$ cat src/rtl/hbm_pkg.sv
package hbm_pkg;

    // Default geometry used when the top is elaborated on its own.
    localparam int unsigned DEF_CORES  = 4;
    localparam int unsigned DEF_PERIOD = 64;
    localparam int unsigned DEF_HOST   = 0;

    // Registered output state of the top level.
    typedef struct packed {
        logic kick;
    } kick_state_t;

    // Outcome of one scan over the flags.
    typedef enum logic [1:0] {
        SCAN_IDLE  = 2'd0,
        SCAN_PASS  = 2'd1,
        SCAN_ABORT = 2'd2
    } scan_result_e;

endpackage

$ cat src/rtl/hbm_timer.sv
module hbm_timer #(
    parameter int unsigned PERIOD = 64,
    localparam int unsigned CW    = (PERIOD > 2) ? $clog2(PERIOD) : 1
) (
    input  logic clk_i,
    input  logic rst_ni,
    input  logic enable_i,
    output logic tick_o
);

    localparam logic [CW-1:0] LAST = CW'(PERIOD - 1);

    typedef struct packed {
        logic [CW-1:0] count;
    } timer_state_t;

    timer_state_t st_d, st_q;
    logic         at_end;

    always_comb begin
        st_d   = st_q;
        at_end = (st_q.count == LAST);
        if (!enable_i) begin
            st_d.count = '0;
        end else if (at_end) begin
            st_d.count = '0;
        end else begin
            st_d.count = st_q.count + 1'b1;
        end
    end

    always_ff @(posedge clk_i or negedge rst_ni) begin
        if (!rst_ni) begin
            st_q <= '0;
        end else begin
            st_q <= st_d;
        end
    end

    assign tick_o = enable_i && at_end;

endmodule

$ cat src/rtl/hbm_flags.sv
module hbm_flags #(
    parameter int unsigned N = 4
) (
    input  logic         clk_i,
    input  logic         rst_ni,
    input  logic [N-1:0] set_i,
    input  logic [N-1:0] clr_i,
    output logic [N-1:0] flags_o
);

    typedef struct packed {
        logic [N-1:0] flag;
    } flag_state_t;

    flag_state_t st_d, st_q;

    // A set in the same cycle as a clear leaves the flag set.
    always_comb begin
        st_d = st_q;
        for (int i = 0; i < int'(N); i++) begin
            if (set_i[i]) begin
                st_d.flag[i] = 1'b1;
            end else if (clr_i[i]) begin
                st_d.flag[i] = 1'b0;
            end
        end
    end

    always_ff @(posedge clk_i or negedge rst_ni) begin
        if (!rst_ni) begin
            st_q <= '0;
        end else begin
            st_q <= st_d;
        end
    end

    assign flags_o = st_q.flag;

endmodule

$ cat src/rtl/hbm_scan.sv
module hbm_scan
    import hbm_pkg::*;
#(
    parameter int unsigned N    = 4,
    parameter int unsigned HOST = 0
) (
    input  logic         check_i,
    input  logic [N-1:0] flags_i,
    input  logic [N-1:0] online_i,
    output logic [N-1:0] clr_o,
    output scan_result_e result_o
);

    logic         host_ok;
    logic [N:0]   blocked;   // blocked[i]: the pass ended before core i
    logic [N-1:0] miss;

    assign host_ok    = flags_i[HOST];
    assign blocked[0] = !host_ok;

    for (genvar i = 0; i < int'(N); i++) begin : g_core
        if (i == int'(HOST)) begin : g_host
            assign miss[i]    = 1'b0;
            assign clr_o[i]   = check_i && host_ok;
        end else begin : g_other
            assign miss[i]    = online_i[i] && !flags_i[i];
            assign clr_o[i]   = check_i && online_i[i] && flags_i[i]
                                && !blocked[i];
        end
        assign blocked[i+1] = blocked[i] || miss[i];
    end

    always_comb begin
        if (!check_i) begin
            result_o = SCAN_IDLE;
        end else if (blocked[N]) begin
            result_o = SCAN_ABORT;
        end else begin
            result_o = SCAN_PASS;
        end
    end

endmodule

$ cat src/rtl/hb_lockup_monitor.sv
module hb_lockup_monitor
    import hbm_pkg::*;
#(
    parameter int unsigned NUM_CORES    = DEF_CORES,
    parameter int unsigned CHECK_PERIOD = DEF_PERIOD,
    parameter int unsigned HOST_CORE    = DEF_HOST
) (
    input  logic                 clk_i,
    input  logic                 rst_ni,
    input  logic                 enable_i,
    input  logic [NUM_CORES-1:0] heartbeat_i,
    input  logic [NUM_CORES-1:0] online_i,
    output logic                 kick_o
);

    logic                 check_tick;
    logic [NUM_CORES-1:0] flag_vec;
    logic [NUM_CORES-1:0] clr_vec;
    scan_result_e         scan_res;
    kick_state_t          st_d, st_q;

    hbm_timer #(
        .PERIOD (CHECK_PERIOD)
    ) u_timer (
        .clk_i    (clk_i),
        .rst_ni   (rst_ni),
        .enable_i (enable_i),
        .tick_o   (check_tick)
    );

    hbm_flags #(
        .N (NUM_CORES)
    ) u_flags (
        .clk_i   (clk_i),
        .rst_ni  (rst_ni),
        .set_i   (heartbeat_i),
        .clr_i   (clr_vec),
        .flags_o (flag_vec)
    );

    hbm_scan #(
        .N    (NUM_CORES),
        .HOST (HOST_CORE)
    ) u_scan (
        .check_i  (check_tick),
        .flags_i  (flag_vec),
        .online_i (online_i),
        .clr_o    (clr_vec),
        .result_o (scan_res)
    );

    always_comb begin
        st_d      = st_q;
        st_d.kick = (scan_res == SCAN_PASS);
    end

    always_ff @(posedge clk_i or negedge rst_ni) begin
        if (!rst_ni) begin
            st_q <= '0;
        end else begin
            st_q <= st_d;
        end
    end

    assign kick_o = st_q.kick;

endmodule


$ cat config.mk
export PLATFORM = sky130hd
export DESIGN_NAME = hb_lockup_monitor
export DESIGN_NICKNAME = d
export VERILOG_FILES = /design/src/rtl/hbm_pkg.sv /design/src/rtl/hbm_timer.sv /design/src/rtl/hbm_flags.sv /design/src/rtl/hbm_scan.sv /design/src/rtl/hb_lockup_monitor.sv
export SDC_FILE = /design/constraint.sdc
export NUM_CORES = 1
export LEC_CHECK = 0
export ABC_AREA = 0
export ABC_CLOCK_PERIOD_IN_PS = 1600
export BUFFER_PORTS_ARGS = -buffer_cell sky130_fd_sc_hd__buf_2
export CORE_AREA = 10 10 47 49
export DETAILED_ROUTE_END_ITERATION = 7
export DIE_AREA = 0 0 57 59
export SKIP_LAST_GASP = 1
export SYNTH_ARGS = -nofsm -noshare
export SYNTH_HDL_FRONTEND = slang
export SYNTH_SLANG_ARGS = --single-unit
$ cat constraint.sdc
create_clock -name clk_i -period 1.6 [get_ports clk_i]
set_clock_uncertainty 0.15 [all_clocks]
set_input_delay 0.16 -clock clk_i [delete_from_list [all_inputs] [get_ports clk_i]]
set_output_delay 0.16 -clock clk_i [all_outputs]
set_load 0.02 [all_outputs]
==> impl_summary.txt <==
----------------------------------------------------
[STA]
  Number of endpoints failing setup at the final stage ... 0
  Transition at the pin with the smallest max-transition slack ... 0.315 ns
  Unrepaired setup endpoints after global routing ... yes
  Maximum frequency from static timing analysis ... around 0.68 GHz
  Worst slew slack as a fraction of its limit ... 78.8%
  Number of max-slew violations in the final report ... 0
  Share of the cycle needed by the critical path after routing ... 91.3%
  Fin crit period ... 1.46 ns
  Setup TNS ... 0 ns
  Final Hold Fails ... 0

[GRT]
  Maximum number of pins on one net before global-route repair ... 12
  First-pass GRT wire length ... 1.72 mm
  Gr ovfl total ... 0
  Tot GR Track Use ... 6.44%
  Met1 Resource Use GR ... between 6 and 7%
  Met3 demand-to-capacity share in global routing ... approximately 2.1%
  Met2 Usage GRT ... 10.2%
  GRT busiest layer ... met2
  Initial antenna violation count ... 0
  Vias in the first global route ... 411

[CTS]
  Worst-Skew Late Latency ... 0.28 ns
  Clock buffers created by TritonCTS ... 3
  Root Driver ... sky130_fd_sc_hd__clkbuf_4
  Max H-tree Level ... 1
  CTS Sinks ... 11
  Clock edge transition at the registers on the reported setup and hold paths ... 0.07 ns
  Post-CTS setup-driven buffer insertion count ... 0
  TritonCTS clock tree ... yes
  CTS max path bufs ... 2

[Setup path]
  Critical Path Fanout Max ... 4
  CP top delay family ... simple AND/OR/NAND/NOR gates
  Capture point of the worst path ... kick_o$_DFF_PN0_
  Combined buffer and inverter count along the critical path ... 0
  Slowest CP cell ... sky130_fd_sc_hd__dfrtp_1
  Reg-to-reg slack, setup ... about 0.14 ns
  Total number of cells along the worst setup path ... 4
  Type of element capturing the critical path ... flip-flop
  Worst endpoint required time ... 1.66 ns
  Slowest Stage Delay on Critical Path ... 0.37 ns
  CP cell instances ... ha_1, nand2_1, nor3_4, o2111a_1
  Launch point of the worst path ... u_timer.st_q[0]$_DFF_PN0_
  Worst setup path category ... reg2reg
  Destination of the worst register-to-register timing path ... kick_o$_DFF_PN0_
  Beginning of the worst register-to-register path ... u_timer.st_q[0]$_DFF_PN0_
  Type of origin of the critical path ... flip-flop
  Arrival time of data at the critical path endpoint ... about 1.5 ns
  Number of cells on the worst reg-to-reg path ... 4

[Logic synthesis]
  Largest cells by area after synthesis ... sky130_fd_sc_hd__dfrtp_1 56%, sky130_fd_sc_hd__nor2_1 6.1%, sky130_fd_sc_hd__nand3_1 4.0%, sky130_fd_sc_hd__inv_1 3.8%, sky130_fd_sc_hd__nand2b_1 3.8%
  Post-synth EDFFs ... 0
  Number of synthesis warnings ... 0
  Gate count of the mapped netlist ... 48
  Post-synth top area share ... 55.6%
  Count of distinct cell types in the synthesized netlist ... 18
  Post-synthesis async set-or-reset flop share ... 100%
  Number of nets produced by synthesis ... 60
  Avg Inst Size Synth ... 10.3 um2
  Largest area contributor in the netlist ... sky130_fd_sc_hd__dfrtp_1
  Most instantiated cells after synthesis ... 11 x sky130_fd_sc_hd__dfrtp_1, 8 x sky130_fd_sc_hd__nor2_1, 5 x sky130_fd_sc_hd__inv_1, 4 x sky130_fd_sc_hd__nand3_1, 3 x sky130_fd_sc_hd__nand2b_1
  Netlist area before placement ... around 500 um2
  Flop and latch count out of synthesis ... 11
  Cell with the most instances after synthesis ... sky130_fd_sc_hd__dfrtp_1
  Main flop type after synthesis ... sky130_fd_sc_hd__dfrtp_1
  Fraction of the yosys area taken by sequential cells ... 55.6%

[Pwr]
  Total power after layout ... 0.540 mW
  Pwr per Cell Area ... 821 mW/mm2
  Static leakage ... ~0.3 nW
  Worst vdd rail ir drop ... 0.414 mV

[Floorplan]
  Horizontal die dimension ... 57 um
  Core outline area ... approximately 0.0014 mm2
  Count of pins on the block boundary ... 12
  Initial core utilization ... 35.4%
  Number of standard-cell rows in the floorplan ... 14
  Die Y ... 59 um
  DIE AREA ... about 0.0034 mm2

[Placement]
  Port-buffer cells ... 10
  Final Wtd Congestion ... 0.740

[Hold path]
  Hold crit path type ... in2reg

[Drt]
  Count of antenna-violating nets left after detailed routing ... 0
  Number of vias after detailed routing ... 397
  Count of routing violations after the opening detailed-route iteration ... 5
  Post-route DRC violation count ... 0
  Avg Vias per Cell ... 4.73
  Total iterations of the first detailed-routing run ... 4
  Routed wire length ... around 970 um
  Per-cell routed wire length ... 11.5 um

[Finish]
  Area delta synth->final ... 32.8%
  Number of antenna repair diodes ... 0
  Nets ... 81
  Share of final-layout standard cells stronger than drive strength 1 ... 22.1%

[Status]
  Outcome ... finished clean

[Run]
  Max_cap viols ... 0

----------------------------------------------------
[registers in the layout, indices dropped and copies added (netlist names)]
register         count
u_flags.flags_o      4
kick_o               1
u_timer.st_q         6
[final cells by class]
cell class              instances  area [um2]
flip-flops and latches         11         275
fillers                       141         743
repair buffers                 16         110
well taps                      16        20.0
multi-input cells              32         208
clock buffers                   4        26.3
inverters                       5        18.8
[where the power goes]
group          leakage, nW  internal [mW]  switching [mW]  total (mW)
registers            0.130          0.286         0.00782       0.294
clock network       0.0150         0.0968          0.0987       0.196
logic                0.156         0.0273          0.0232      0.0505
[worst min-delay path by stage]
| stage | start | to | slack [ns] | cells after the start |
|---|---|---|---|---|
| detailed placement | rst_ni | u_timer.st_q[0]$_DFF_PN0_ | -0.11 | 1 |
| floorplan | rst_ni | kick_o$_DFF_PN0_ | -0.29 | 0 |
| finish | heartbeat_i[2] | u_flags.flags_o[2]$_DFFE_PN0P_ | 0.006 | 3 |
| global route | heartbeat_i[3] | u_flags.flags_o[3]$_DFFE_PN0P_ | 0.05 | 3 |
| global placement | rst_ni | u_timer.st_q[0]$_DFF_PN0_ | -0.11 | 1 |
| CTS | heartbeat_i[3] | u_flags.flags_o[3]$_DFFE_PN0P_ | 0.005 | 3 |
[stage by stage]
stage          hold slack, ns  instance area, um2  util, %  cells  worst slack [ns]
2_1_floorplan          -0.286                 495        -     48             0.280
3_3_place_gp           -0.110                 566     40.4     74             0.135
3_5_place_dp           -0.112                 566     40.4     74             0.115
4_1_cts               0.00518                 652     46.5     84            0.0944
5_1_grt                0.0521                 658     47.0     84           -0.0230
6_report              0.00615                 658     47.0     84             0.139
[cell usage in the layout, fill, tap and decap left out]
master / n
sky130_fd_sc_hd__dlygate4sd3_1: 6
sky130_fd_sc_hd__or3_1: 1
sky130_fd_sc_hd__nor2_1: 8
sky130_fd_sc_hd__nand3_1: 4
sky130_fd_sc_hd__buf_2: 10
sky130_fd_sc_hd__o2111a_1: 1
sky130_fd_sc_hd__xnor2_1: 1
sky130_fd_sc_hd__nand2_2: 1
sky130_fd_sc_hd__inv_1: 5
sky130_fd_sc_hd__clkbuf_4: 3
sky130_fd_sc_hd__nor3_4: 1
sky130_fd_sc_hd__xor2_1: 2
sky130_fd_sc_hd__a41oi_1: 2
sky130_fd_sc_hd__and2_1: 1
sky130_fd_sc_hd__dfrtp_1: 11
sky130_fd_sc_hd__clkbuf_1: 1
sky130_fd_sc_hd__a31oi_1: 2
sky130_fd_sc_hd__o31ai_1: 1
sky130_fd_sc_hd__nand2b_1: 3
sky130_fd_sc_hd__o41ai_1: 1
sky130_fd_sc_hd__ha_1: 1
sky130_fd_sc_hd__nand2_1: 2
[worst register-to-register path: cells and delay by family, from the launching register on]
family	cells	cell delay (ns)
flip-flops	1	0.37
AO/OA/AOI/OAI	1	0.22
AND/OR/NAND/NOR	2	0.44
adder cells (fa/ha/maj)	1	0.22
[routing by layer]
metal | wire length [um] | vias to the layer above
met3 | 42 | 4
met5 | 0 | -
met2 | 458 | 8
met4 | 25 | 0
met1 | 441 | 180
li1 | - | 205
[logic make-up after synthesis]
group	after synthesis	synth area share (%)
adders and majority gates	1	2.52
DFF	11	55.6
AOI/OAI and AO/OA	7	11.6
xor gates and xnor gates	3	5.30
buffers and inverters	5	3.79
and+or+nand+nor	21	21.2
[repair_timing]
item | CTS | global route
setup endpoints to repair | 0 | 2
hold buffers | 6 | 0
hold endpoints to repair | 15 | 0
resized for setup | 0 | 1
Note: power is estimated with default switching activity, not from simulation.
